$ cat src/rtl/rdseq_pkg.sv
// Shared types for the read slot sequencer.
package rdseq_pkg;
    typedef enum logic [1:0] {
        MODE_OFF    = 2'b00,
        MODE_NORMAL = 2'b01,
        MODE_TEST   = 2'b10,
        MODE_SEARCH = 2'b11
    } seq_mode_e;
endpackage

$ cat src/rtl/rdseq_slot_timer.sv
// Phase and slot counters. Counts DIV master cycles per slot and SLOTS
// slots per frame. In off mode or in reset it parks at the last phase of
// the last (idle) slot, so the next running edge opens slot 0.
// Assumes DIV >= 2. Also exposes next-state values and a registered mode.
module rdseq_slot_timer
    import rdseq_pkg::*;
#(
    parameter int DIV   = 8,
    parameter int SLOTS = 10
) (
    input  logic                     clk,
    input  logic                     rst_n,
    input  seq_mode_e                mode_i,
    output logic [$clog2(DIV)-1:0]   phase_o,
    output logic [$clog2(SLOTS)-1:0] slot_o,
    output logic [$clog2(DIV)-1:0]   phase_nx_o,
    output logic [$clog2(SLOTS)-1:0] slot_nx_o,
    output seq_mode_e                mode_q_o
);
    localparam int PH_W = $clog2(DIV);
    localparam int SL_W = $clog2(SLOTS);
    localparam logic [PH_W-1:0] PH_LAST = PH_W'(DIV - 1);
    localparam logic [SL_W-1:0] SL_LAST = SL_W'(SLOTS - 1);

    // Next-state counter logic: park when off, else step phase then slot.
    always_comb begin
        if (mode_i == MODE_OFF) begin
            phase_nx_o = PH_LAST;
            slot_nx_o  = SL_LAST;
        end else if (phase_o == PH_LAST) begin
            phase_nx_o = '0;
            slot_nx_o  = (slot_o == SL_LAST) ? '0 : slot_o + 1'b1;
        end else begin
            phase_nx_o = phase_o + 1'b1;
            slot_nx_o  = slot_o;
        end
    end

    // Counter and mode registers with synchronous reset to the park point.
    always_ff @(posedge clk) begin
        if (!rst_n) begin
            phase_o  <= PH_LAST;
            slot_o   <= SL_LAST;
            mode_q_o <= MODE_OFF;
        end else begin
            phase_o  <= phase_nx_o;
            slot_o   <= slot_nx_o;
            mode_q_o <= mode_i;
        end
    end

    // the frame wraps from the idle slot into the auxiliary slot
    a_r2_frame_wrap: assert property (@(posedge clk) disable iff (!rst_n)
        (mode_i != MODE_OFF && phase_o == PH_LAST && slot_o == SL_LAST)
        |=> (slot_o == '0 && phase_o == '0));

    // the slot holds until its last phase
    a_r2_slot_hold: assert property (@(posedge clk) disable iff (!rst_n)
        (mode_i != MODE_OFF && phase_o != PH_LAST) |=> $stable(slot_o));

    // off mode parks the counters at the end of the idle slot
    a_r5_parked: assert property (@(posedge clk) disable iff (!rst_n)
        (mode_i == MODE_OFF) |=> (phase_o == PH_LAST && slot_o == SL_LAST));
endmodule

$ cat src/rtl/rdseq_line_driver.sv
// Registered slot clock, frame sync and frame-start outputs. Each output
// is decoded from the counters' next state, so the registered lines match
// the counters in the same cycle and cannot glitch. Mode forcing is applied here.
module rdseq_line_driver
    import rdseq_pkg::*;
#(
    parameter int DIV   = 8,
    parameter int SLOTS = 10
) (
    input  logic                     clk,
    input  logic                     rst_n,
    input  seq_mode_e                mode_i,
    input  logic [$clog2(DIV)-1:0]   phase_nx_i,
    input  logic [$clog2(SLOTS)-1:0] slot_nx_i,
    output logic                     slot_clk_o,
    output logic                     frame_sync_o,
    output logic                     frame_start_o
);
    localparam int PH_W = $clog2(DIV);
    localparam int SL_W = $clog2(SLOTS);
    localparam logic [PH_W-1:0] HALF    = PH_W'(DIV / 2);
    localparam logic [SL_W-1:0] SL_LAST = SL_W'(SLOTS - 1);

    logic run, first_half, sync_win;
    logic clk_d, sync_d, fs_d;

    // Decode the line levels for the upcoming cycle.
    always_comb begin
        run        = (mode_i != MODE_OFF);
        first_half = (phase_nx_i < HALF);
        sync_win   = (slot_nx_i == '0 && first_half) ||
                     (slot_nx_i == SL_LAST && !first_half);
        clk_d      = !run || first_half;
        sync_d     = !run || (mode_i == MODE_SEARCH) || sync_win;
        fs_d       = run && (slot_nx_i == '0) && (phase_nx_i == '0);
    end

    // Output registers; reset matches off-mode forcing.
    always_ff @(posedge clk) begin
        if (!rst_n) begin
            slot_clk_o    <= 1'b1;
            frame_sync_o  <= 1'b1;
            frame_start_o <= 1'b0;
        end else begin
            slot_clk_o    <= clk_d;
            frame_sync_o  <= sync_d;
            frame_start_o <= fs_d;
        end
    end

    // off mode forces both lines high and silences frame start
    a_r5_off_forced: assert property (@(posedge clk) disable iff (!rst_n)
        (mode_i == MODE_OFF) |=> (slot_clk_o && frame_sync_o && !frame_start_o));

    // search mode holds the sync line high
    a_r4_search_sync: assert property (@(posedge clk) disable iff (!rst_n)
        (mode_i == MODE_SEARCH) |=> frame_sync_o);

    // frame start lasts a single master cycle
    a_r8_fs_single: assert property (@(posedge clk) disable iff (!rst_n)
        frame_start_o |=> !frame_start_o);

    // the frame opens with sync and slot clock both high
    a_r3_sync_at_open: assert property (@(posedge clk) disable iff (!rst_n)
        frame_start_o |-> (frame_sync_o && slot_clk_o));
endmodule

$ cat src/rtl/rdseq_strobe_router.sv
// Per-channel sample strobes. A strobe fires on the last phase of a used
// slot while the ADC reports a valid sample. Slot 0 maps to the top bit
// (auxiliary), and slot k maps to bit k-1. Search mode keeps only the auxiliary bit.
// Assumes NCH <= SLOTS.
module rdseq_strobe_router
    import rdseq_pkg::*;
#(
    parameter int DIV   = 8,
    parameter int SLOTS = 10,
    parameter int NCH   = 9
) (
    input  logic                     clk,
    input  logic                     rst_n,
    input  seq_mode_e                mode_q_i,
    input  logic                     valid_i,
    input  logic [$clog2(DIV)-1:0]   phase_i,
    input  logic [$clog2(SLOTS)-1:0] slot_i,
    output logic [NCH-1:0]           strobe_o
);
    localparam int PH_W = $clog2(DIV);
    localparam int SL_W = $clog2(SLOTS);
    localparam logic [PH_W-1:0] PH_LAST = PH_W'(DIV - 1);
    localparam logic [SL_W-1:0] SL_LAST = SL_W'(SLOTS - 1);

    logic fire;

    // Sampling instant: the cycle before the next slot-clock rise.
    assign fire = valid_i && (mode_q_i != MODE_OFF) && (phase_i == PH_LAST);

    // One decoder per data channel.
    for (genvar g = 0; g < NCH - 1; g++) begin : g_data
        assign strobe_o[g] = fire && (mode_q_i != MODE_SEARCH) &&
                             (slot_i == SL_W'(g + 1));
    end

    // Auxiliary channel decoder.
    assign strobe_o[NCH-1] = fire && (slot_i == '0);

    // never more than one channel strobed
    a_r6_onehot: assert property (@(posedge clk) disable iff (!rst_n)
        $onehot0(strobe_o));

    // strobes only at the last phase of a slot
    a_r6_last_phase: assert property (@(posedge clk) disable iff (!rst_n)
        (strobe_o != '0) |-> (phase_i == PH_LAST));

    // the idle slot is never strobed
    a_r6_idle_quiet: assert property (@(posedge clk) disable iff (!rst_n)
        (slot_i == SL_LAST && SLOTS > NCH) |-> (strobe_o == '0));

    // no sample-valid, no strobe
    a_r10_no_valid: assert property (@(posedge clk) disable iff (!rst_n)
        !valid_i |-> (strobe_o == '0));

    // search mode strobes the auxiliary bit only
    a_r7_search_aux: assert property (@(posedge clk) disable iff (!rst_n)
        (mode_q_i == MODE_SEARCH) |-> (strobe_o[NCH-2:0] == '0));
endmodule

$ cat src/rtl/read_slot_sequencer.sv
// Top level of the read slot sequencer. Paces an external ten-slot analog
// multiplexer and tells the demultiplexer where each ADC sample belongs.
// Assumes the mode input is synchronous to clk.
module read_slot_sequencer
    import rdseq_pkg::*;
#(
    parameter int DIV   = 8,
    parameter int SLOTS = 10,
    parameter int NCH   = 9
) (
    input  logic                     clk,
    input  logic                     rst_n,
    input  logic [1:0]               mode,
    input  logic                     adc_valid,
    output logic                     slot_clk,
    output logic                     frame_sync,
    output logic [$clog2(SLOTS)-1:0] slot_idx,
    output logic [NCH-1:0]           ch_strobe,
    output logic                     frame_start
);
    localparam int PH_W = $clog2(DIV);
    localparam int SL_W = $clog2(SLOTS);

    seq_mode_e         mode_e, mode_q;
    logic [PH_W-1:0]   phase, phase_nx;
    logic [SL_W-1:0]   slot_nx;

    // Interpret the raw mode pins.
    assign mode_e = seq_mode_e'(mode);

    rdseq_slot_timer #(.DIV(DIV), .SLOTS(SLOTS)) u_timer (
        .clk        (clk),
        .rst_n      (rst_n),
        .mode_i     (mode_e),
        .phase_o    (phase),
        .slot_o     (slot_idx),
        .phase_nx_o (phase_nx),
        .slot_nx_o  (slot_nx),
        .mode_q_o   (mode_q)
    );

    rdseq_line_driver #(.DIV(DIV), .SLOTS(SLOTS)) u_lines (
        .clk           (clk),
        .rst_n         (rst_n),
        .mode_i        (mode_e),
        .phase_nx_i    (phase_nx),
        .slot_nx_i     (slot_nx),
        .slot_clk_o    (slot_clk),
        .frame_sync_o  (frame_sync),
        .frame_start_o (frame_start)
    );

    rdseq_strobe_router #(.DIV(DIV), .SLOTS(SLOTS), .NCH(NCH)) u_router (
        .clk      (clk),
        .rst_n    (rst_n),
        .mode_q_i (mode_q),
        .valid_i  (adc_valid),
        .phase_i  (phase),
        .slot_i   (slot_idx),
        .strobe_o (ch_strobe)
    );
endmodule

$ cat config.mk
export PLATFORM = sky130hd
export DESIGN_NAME = read_slot_sequencer
export DESIGN_NICKNAME = d
export VERILOG_FILES = /design/src/rtl/rdseq_pkg.sv /design/src/rtl/rdseq_slot_timer.sv /design/src/rtl/rdseq_line_driver.sv /design/src/rtl/rdseq_strobe_router.sv /design/src/rtl/read_slot_sequencer.sv
export SDC_FILE = /design/constraint.sdc
export NUM_CORES = 1
export LEC_CHECK = 0
export BUFFER_PORTS_ARGS = -buffer_cell sky130_fd_sc_hd__buf_2
export CAP_MARGIN = 40
export CORE_MARGIN = 2
export CORE_UTILIZATION = 50
export CTS_BUF_LIST = sky130_fd_sc_hd__clkbuf_4 sky130_fd_sc_hd__clkbuf_8 sky130_fd_sc_hd__clkbuf_16
export DETAILED_ROUTE_END_ITERATION = 10
export PLACE_DENSITY = 0.77
export SETUP_SLACK_MARGIN = 0.5
export SYNTH_ARGS = -nofsm -noshare
export SYNTH_HDL_FRONTEND = slang
export SYNTH_HIERARCHICAL = 1
export SYNTH_SLANG_ARGS = --single-unit
$ cat constraint.sdc
create_clock -name clk -period 4.1 [get_ports clk]
set_input_delay 0.205 -clock clk [delete_from_list [all_inputs] [get_ports clk]]
set_output_delay 0.205 -clock clk [all_outputs]
set_load 0.01 [all_outputs]
# --- Word-level counts from Yosys, hierarchy flattened ---
# Index checks and enable logic that the tools add are counted.
# Widths: inputs -> output; s select.
word_totals:
  wordCells: 55
  in_bits: 5
  ff_bits: 12
classes:
  n_reduce_logical: 28
  magnitude_cmp: 1
  eq_ne: 13
  mux: 5
  addsub: 2
op_table:
  columns: ["cell", "count"]
  rows:
  - ["$eq 4x3->1 const B", 4]
  - ["$logic_and 1x1->1", 16]
  - ["$eq 4x4->1 const B", 3]
  - ["$mux 4", 3]
  - ["$eq 4x2->1 const B", 2]
  - ["$logic_not 4->1", 2]
  - ["$mux 3", 2]
  - ["$add 4x1->4 const B", 1]
  - ["$eq 4x1->1 const B", 1]
  - ["$logic_or 1x1->1", 4]
  - ["$reduce_bool 2->1", 2]
  - ["$add 3x1->3 const B", 1]
  - ["$eq 3x3->1 const B", 1]
  - ["$logic_not 3->1", 1]
  - ["$lt 3x3->1 const B", 1]
  - ["$eq 2x2->1 const B", 1]
  - ["$logic_not 1->1", 2]
  - ["$logic_not 2->1", 1]
  - ["$ne 2x2->1 const B", 1]

# --- Longest topological paths before layout ---
# Gate-level depths: netlist (run 1).
depth:
  ltp_word: 8
  depth_mapped: 9

# --- Cells and area by module ---
# The synthesis (run 1) kept the hierarchy.
by_module_without_submodules:
  columns: ["module", "seq_area_each_um2", "cells_per_inst", "instances", "area_per_inst_um2"]
  rows:
  - ["rdseq_slot_timer", 180.2, 47, 1, 435.4]
  - ["rdseq_strobe_router", 0.0, 22, 1, 182.7]
  - ["rdseq_line_driver", 60.1, 16, 1, 140.1]

# --- Least setup slack after synthesis (run 1) ---
# OpenSTA, ideal clock, no wires.
synth_timing:
  path_type: "register -> register"
  startpoint: "register u_timer.phase_o[0]"
  endpoint: "register u_lines.frame_sync_o"
  setup_ps: 93
  path_buffers: 1
  setup_slack_ps: 2288
  stages_incl_launch_ff: 10
  arrival_ps: 1719
  period_less_slack_ps: 1812
  cell_sequence: "dfxtp_1 > ha_1 > ha_1 > buf_6 > and4b_1 > o21ai_2 > nand3_1 > nor3_1 > nor2_1 > o311ai_2"
synth_lines:
  columns: ["item", "line_no", "source"]
  rows:
  - ["start, declared", "rdseq_slot_timer.sv:14", "output logic [$clog2(DIV)-1:0] phase_o,"]
  - ["start signal, assigned", "rdseq_slot_timer.sv:46", "phase_o <= phase_nx_o;"]
  - ["$eq 3x3->1 (*)", "rdseq_slot_timer.sv:30", "end else if (phase_o == PH_LAST) begin"]
  - ["$mux 4 (*)", "rdseq_slot_timer.sv:30", null]
  - ["$mux 4 (*)", "rdseq_slot_timer.sv:27", "if (mode_i == MODE_OFF) begin"]
  - ["via slot_nx[3]", "read_slot_sequencer.sv:26", "logic [SL_W-1:0] slot_nx;"]
  - ["$eq 4x4->1 or $logic_not 4->1 (tied branches)", "rdseq_line_driver.sv:32, rdseq_line_driver.sv:31", null]
  - ["$logic_and 1x1->1 (on tied branches)", "rdseq_line_driver.sv:32, rdseq_line_driver.sv:31", null]
  - ["$logic_or 1x1->1 (*)", "rdseq_line_driver.sv:31", "sync_win = (slot_nx_i == '0 && first_half) ||"]
  - ["$logic_or 1x1->1 (*)", "rdseq_line_driver.sv:34", "sync_d = !run || (mode_i == MODE_SEARCH) || sync_win;"]
  - ["end signal, assigned", "rdseq_line_driver.sv:46", "frame_sync_o <= sync_d;"]
  - ["end, declared", "rdseq_line_driver.sv:16", "output logic frame_sync_o,"]
# Mark *: on every way through the listed nets, which the timed path passes. The rest lies on a longest branch.
# A chain may end at the register's enable or synchronous reset.

# --- Final worst setup path (run 1) ---
# Ends and elaborated chain as after synthesis.

==> metrics.csv, run 1 <==
stage,metric,value,unit
timing,min_period,2.04,ns
finish,finalNetCount,116,
cts,clk_latency,0.26,ns
logic_synthesis,synth_ff_type,dfxtp_1,
grt,antenna_found_initial,0,
cts,ctsResizeCount,0,
cts,cts_htree_levels,1,
logic_synthesis,ys_seq_area_share,31.7,%
placed_design,globalplace.congestion,0.768,
finish,area_growth,15.8,%
floorplanning,die_h,42.9,um
timing,hold_violations,0,
critical_path,critPathArrivalTime,2.21,ns
timing,max_freq,490,MHz
logic_synthesis,post_synth_inst_count,85,
floorplanning,io_pins,21,
timing,maxSlewViolCount,0,
timing,setup_slack,2.06,ns
cts,cts.sinks,12,
finish,fill_cells,151,
cts,cts_tree,built,
cts,cts_inserted_buffers,3,
logic_synthesis,synth_top_family_by_area,simple AND/OR/NAND/NOR gates,
cts,cts_setup_buffers,0,
logic_synthesis,mappedNetlistArea,758,um^2
logic_synthesis,synth_simple_gate_area_share,47.5,%
logic_synthesis,synth_compound_area_share,7.43,%
timing,slew_headroom,49.8,%
critical_path,criticalPathCategory,flip-flop to flip-flop,
critical_path,end_kind,flip-flop,
cts,hold_buffers,0,
route,drt_iter0_markers,14,
logic_synthesis,yosys.cell_count.top_type,dfxtp_1,
floorplanning,die_width,42.9,um
floorplanning,num_rows,14,
route,drt_pass1_iterations,4,
logic_synthesis,synthXorXnorAreaFrac,3.47,%
grt,grtUsageTotal,17.1,%
finish,stdcell_count,122,
timing,period_share,49.7,%
critical_path,path_buf_inv,0,
timing,finClkSkew,0.000554,ns
critical_path,cp_common_cell,ha_1,
logic_synthesis,synth_edf_count,0,
logic_synthesis,synth-adder-area-share,4.95,%
route,postRouteAntennaNets,0,
timing,fin_tns_setup,0,ns
route,vias,651,
logic_synthesis,synth_top_area_cell,dfxtp_1,
critical_path,cp_top_family,compound AO/OA/AOI/OAI gates,
route,drt_wl_total,1410,um
floorplanning,die-area,1840,um^2
cts,root_buffer,clkbuf_4,
route,vias_per_cell,5.34,
logic_synthesis,ys_ff_latch,12,
critical_path,cpPeakStageDelay,0.42,ns
pwr,ir_drop,291,uV
critical_path,cp_data_required_time,4.27,ns
route,wl_per_cell,11.5,um
outcome,status,"finished, final reports clean",
pwr,total_leakage_power,0.390,nW
logic_synthesis,syn_area_per_cell,8.92,um^2
grt,grt_pass1_vias,553,
grt,gr-total-overflow,0,
pwr,total_power,0.312,mW
finish,multi_input_area,480,um^2
logic_synthesis,yosys.cell_types.count,34,
grt,grt_pass1_wl,2310,um
cts,cts.reportedPaths.clkPinSlew,0.06,ns
placed_design,dp_hpwl,1090,um
finish,regArea,240,um^2
route,drc_errors,0,
timing,grt_setup_unrepaired,no,
cts,clockBufferDepth,2,
logic_synthesis,async_reset_ff_share,0,%
grt,grt_max_degree,14,
logic_synthesis,synth_top_area_share,31.7,%
finish,antenna_cells,0,
floorplanning,initial_utilization,51.5,%
min_path,hold_class,input pin to flip-flop,
timing,worst_pin_slew,0.748,ns
floorplanning,core_area,1470,um^2
logic_synthesis,synth_area_leaders,"dfxtp_1, nor2_1, ha_1",
critical_path,critPathMaxFanout,9,
critical_path,worstPathCellList,ha_1 -> ha_1 -> nand2_1 -> o21ai_0 -> nand3_1 -> nor3_1 -> nor2_1 -> o311ai_2,
critical_path,start_kind,flip-flop,
finish,fin_util,59.7,%
placed_design,dp.cells,119,
logic_synthesis,synth_fp_nets,93,
logic_synthesis,synth.top_cells.by_count,"dfxtp_1, nor2_1, nand2_1, nand2b_1",
critical_path,critPathSlowestCell,dfxtp_1,
finish,drive_gt1_share,33.0,%
pwr,power_density,355,nW/um^2
timing,setup_violations,0,
placed_design,io_buffers,20,
logic_synthesis,muxShareOfSynthArea,0,%
placed_design,place_ws,2.10,ns
run,maxCapViolCount,0,
logic_synthesis,yosysWarnings,6,
==> power breakdown <==
| group | leakage [nW] | internal (mW) | switching (mW) |
|---|---|---|---|
| Sequential | 0.0992 | 0.129 | 0.0171 |
| Clock | 0.0138 | 0.0339 | 0.0335 |
| Combinational | 0.278 | 0.0441 | 0.0545 |
==> area by class of cell <==
cell class | instances | share of cell area (%)
sequential | 12 | 27.4
tap | 16 | 2.28
inverter | 4 | 1.71
multi-input combinational | 67 | 54.7
clock buffer | 3 | 2.56
timing repair buffer | 20 | 11.4
==> cells in the final DEF, fill, tap and decap left out, types with 2 or more instances in the layout <==
cell	netlist	final
nor4_2	2	2
nand2_1	8	8
buf_2	0	20
nor4b_1	3	3
o21ai_2	2	2
nor4_1	4	4
clkbuf_4	0	3
o21ai_0	2	2
nand2b_1	5	5
nand3_1	3	3
inv_1	4	4
ha_1	3	3
nor2b_1	3	3
xnor2_1	2	2
nor2_1	11	11
dfxtp_1	12	12
==> through the flow <==
stage	hold WS [ns]	instance area, um^2
6_report	0.184	878
2_1_floorplan	0.289	758
3_5_place_dp	0.459	856
5_1_grt	0.170	878
3_3_place_gp	0.447	856
4_1_cts	0.179	878
==> cells by family after synthesis <==
| logic type | count (synthesis) |
|---|---|
| simple gates | 54 |
| xor+xnor | 3 |
| compound gates | 7 |
| fa+ha+maj | 3 |
| buf+inv | 6 |
| flops | 12 |
==> per-layer routing <==
layer,part of all wire [%],vias up,global-route usage [%]
li1,-,341,-
met1,43,295,20.7
met2,51,13,26.1
met3,5.0,2,7.66
met4,0.71,0,7.27
met5,0,-,0
==> path summary, 6_finish.rpt <==
check,slack [ns],from,to,cells after the start
min,0.18,mode[0],u_timer/mode_q_o[0],2
max,2.06,u_timer/phase_o[0],u_lines/frame_sync_o,8
min reg2reg,0.50,u_timer/phase_o[0],u_timer/phase_o[0],1
max reg2reg,2.06,u_timer/phase_o[0],u_lines/frame_sync_o,8
==> flip-flops by register name, summed over array words and instances, names as in the netlist <==
name                   cells
u_lines/frame_start_o      1
u_lines/frame_sync_o       1
u_lines/slot_clk_o         1
u_timer/mode_q_o           2
u_timer/phase_o            3
u_timer/slot_o             4
==> worst register-to-register path, cell delays in order (launching register included) <==
cell and delay (ns):
dfxtp_1 0.42, ha_1 0.18, ha_1 0.31, nand2_1 0.08, o21ai_0 0.30, nand3_1 0.17
nor3_1 0.19, nor2_1 0.07, o311ai_2 0.22
Power figures use the tool's default switching activity.
==> run 2: changes to the inputs <==
ABC_AREA = 1   (was not set)
CORE_UTILIZATION = 49   (was 50)
PLACE_DENSITY = 0.76   (was 0.77)
clock period = 2 ns   (was 4.1 ns; I/O delays follow)
==> run 2 against run 1 <==
  * Clock skew is 0.0030 ns higher
  * Cell area is 3.4% higher
  * Power is 120% higher
  * Synthesized cell count is 36% higher
  * Final cell count is 26% higher
  * Sequential cell count stayed put
  * Worst setup slack worse by 1.5 ns
  * Core utilization is 8.4 points higher
  * Clock power grew to 2.9 times the previous value
  * Sequential share of layout area is 0.22 points lower
  * Global-route usage is 1.5 points higher
==> metrics.csv, run 2 <==
stage,metric,value,unit
run,maxCapViolCount,0,
floorplanning,die_h,42.4,um
critical_path,end_kind,flip-flop,
timing,worst_pin_slew,0.297,ns
logic_synthesis,muxShareOfSynthArea,0,%
critical_path,cp_top_family,simple AND/OR/NAND/NOR gates,
min_path,hold_class,input pin to flip-flop,
critical_path,crit_cells,9,
placed_design,globalplace.congestion,0.791,
logic_synthesis,synth_edf_count,0,
floorplanning,die-area,1790,um^2
pwr,power.share.switching,34.3,%
critical_path,critPathSlowestCell,dfxtp_2,
pwr,ir_drop,580,uV
timing,slew_headroom,80.2,%
timing,period_share,72.7,%
route,drt_iter0_markers,25,
grt,grtUsageTotal,18.6,%
timing,finClkSkew,0.00354,ns
cts,cts.sinks,12,
logic_synthesis,yosys.cell_count.top_type,nand2_1,
pwr,power_density,760,nW/um^2
logic_synthesis,synth_ff_type,dfxtp_1,
placed_design,dp_hpwl,1150,um
critical_path,worstPathCellList,ha_2 -> ha_4 -> inv_4 -> nand2_1 -> a21oi_2 -> inv_1 -> nor2_1 -> nand3_2 -> nor2_1,
cts,cts_tree,built,
logic_synthesis,synth_top_area_cell,dfxtp_1,
finish,fill_cells,124,
pwr,power_switching,0.237,mW
outcome,status,"finished, final reports clean",
timing,hold_violations,0,
logic_synthesis,synth_fp_nets,124,
pwr,total_leakage_power,0.488,nW
finish,top_regs,"u_timer/slot_o: 4 flops, u_timer/phase_o: 3 flops, u_timer/mode_q_o: 2 flops",
timing,grt_setup_unrepaired,yes,
timing,min_period,1.45,ns
critical_path,cp_common_cell,nor2_1,
grt,gr-total-overflow,0,
finish,stdcell_count,154,
logic_synthesis,mappedNetlistArea,721,um^2
route,drc_errors,0,
logic_synthesis,synth-adder-area-share,5.21,%
critical_path,cpPeakStageDelay,0.33,ns
critical_path,start_kind,flip-flop,
logic_synthesis,synth_area_leaders,"dfxtp_1, nand2_1, nor2_1",
floorplanning,io_pins,21,
cts,cts.reportedPaths.clkPinSlew,0.08,ns
finish,largest_register_ffs,4,
critical_path,reg2reg_slack,0.55,ns
finish,drive_gt1_share,32.4,%
timing,maxSlewViolCount,0,
logic_synthesis,synth_top_family_by_area,simple AND/OR/NAND/NOR gates,
cts,cts_htree_levels,1,
logic_synthesis,synth_simple_gate_area_share,46.7,%
cts,cts_inserted_buffers,3,
grt,grt_pass1_vias,637,
finish,antenna_cells,0,
floorplanning,die_width,42.4,um
route,drt_wl_total,1590,um
critical_path,path_buf_inv,2,
floorplanning,initial_utilization,54.0,%
floorplanning,num_rows,13,
finish,final_common_cell,nand2_1,
logic_synthesis,synth.top_cells.by_count,"nand2_1, nor2_1, inv_1, dfxtp_1, nand3_1",
timing,max_freq,688,MHz
logic_synthesis,syn_area_per_cell,6.21,um^2
cts,root_buffer,clkbuf_4,
logic_synthesis,async_reset_ff_share,0,%
finish,area_growth,26.0,%
logic_synthesis,synth_compound_area_share,2.78,%
placed_design,dp.cells,150,
finish,finalNetCount,148,
placed_design,io_buffers,20,
finish,mostFrequentLayoutCells,"nand2_1, nor2_1, buf_2",
route,drt_pass1_iterations,4,
logic_synthesis,synthXorXnorAreaFrac,0,%
critical_path,critPathMaxFanout,5,
logic_synthesis,synth_top_area_share,33.3,%
route,wl_per_cell,10.3,um
cts,clockBufferDepth,2,
pwr,seqPwrFrac,42.6,%
critical_path,reg2reg_depth,9,
logic_synthesis,ys_seq_area_share,33.3,%
grt,grt_pass1_wl,2580,um
pwr,combPwrFrac,29.2,%
route,vias_per_cell,4.87,
timing,setup_violations,0,
pwr,p_int,0.454,mW
grt,grt_max_degree,15,
logic_synthesis,yosysWarnings,6,
route,vias,750,
finish,top_register,u_timer/slot_o,
min_path,hold_depth,3,
route,postRouteAntennaNets,0,
critical_path,criticalPathCategory,flip-flop to flip-flop,
timing,fin_tns_setup,0,ns
pwr,clockPowerShare,28.1,%
grt,antenna_found_initial,0,
logic_synthesis,ys_ff_latch,12,
critical_path,critPathArrivalTime,1.68,ns
critical_path,cp_data_required_time,2.22,ns
cts,clk_latency,0.28,ns
floorplanning,core_area,1330,um^2
logic_synthesis,yosys.cell_types.count,16,
logic_synthesis,post_synth_inst_count,116,
-- run 2: cell count changes in the layout (fill, tap and decap cells not counted), sizes merged, moves of 6 or more --
cell	before	now
nand2	8	28
inv	4	22
nor2	11	28
nand3	4	14
nor4	7	0
nand2b	6	0
-- run 2: repair_timing --
action / 4_1_cts / 5_1_grt
pin swaps: 0 / 1
endpoints found under the hold margin: 0 / 0
setup endpoints to repair: 4 / 8
setup buffers: 0 / 0
resized for setup: 3 / 10
hold buffers: 0 / 0
-- run 2: worst register-to-register path, cell delays in order, from the launching register on --
cell	delay [ns]
dfxtp_2	0.33
ha_2	0.19
ha_4	0.18
inv_4	0.08
nand2_1	0.07
a21oi_2	0.13
inv_1	0.06
nor2_1	0.15
nand3_2	0.10
nor2_1	0.10
-- run 2: power by group through the flow --
| stage | logic [mW] | registers (mW) | clock network, mW |
|---|---|---|---|
| finish | 0.202 | 0.294 | 0.194 |
| global route | 0.231 | 0.299 | 0.209 |
| CTS | 0.181 | 0.291 | 0.200 |
| detailed placement | 0.177 | 0.295 | 0 |
| global placement | 0.173 | 0.294 | 0 |
| floorplan | 0.128 | 0.296 | 0 |
-- run 2: layer usage --
layer | vias up | GRT usage, % | share of wire [%]
li1 | 401 | - | -
met1 | 330 | 25.5 | 47
met2 | 17 | 28.3 | 48
met3 | 2 | 3.88 | 4.0
met4 | 0 | 7.50 | 1.2
met5 | - | 0 | 0
-- run 2: cells by family after synthesis --
kind of cell,count (synthesis)
and+or+nand+nor,74
DFF,12
AOI/OAI and AO/OA,4
buffers and inverters,23
adders and majority gates,3
-- run 2: worst paths after layout --
kind | start | end
worst max register to register | u_timer/phase_o[0] | u_lines/frame_start_o
worst min register to register | u_timer/phase_o[0] | u_timer/phase_o[0]
worst min-delay path | mode[1] | u_timer/mode_q_o[1]
worst max-delay path | u_timer/phase_o[0] | u_lines/frame_start_o
-- run 2: final cells by class --
cell class,instances,area [um^2],share of cell area (%)
repair buffers,20,100,11.0
multi-input cells,81,422,46.4
flip-flops and latches,12,246,27.1
clock buffers,4,36.3,3.99
inverters,22,85.1,9.37
well taps,15,18.8,2.07
-- run 2: through the flow --
step	worst slack [ns]	hold slack (ns)	instance area (um^2)	power (mW)	utilization [%]
floorplan	0.579	0.169	721	0.424	-
CTS	0.528	0.0421	876	0.672	65.7
detailed placement	0.442	0.335	836	0.473	62.7
global placement	0.512	0.327	836	0.468	62.7
global route	0.458	0.0456	908	0.739	68.1
finish	0.547	0.0437	908	0.691	68.1
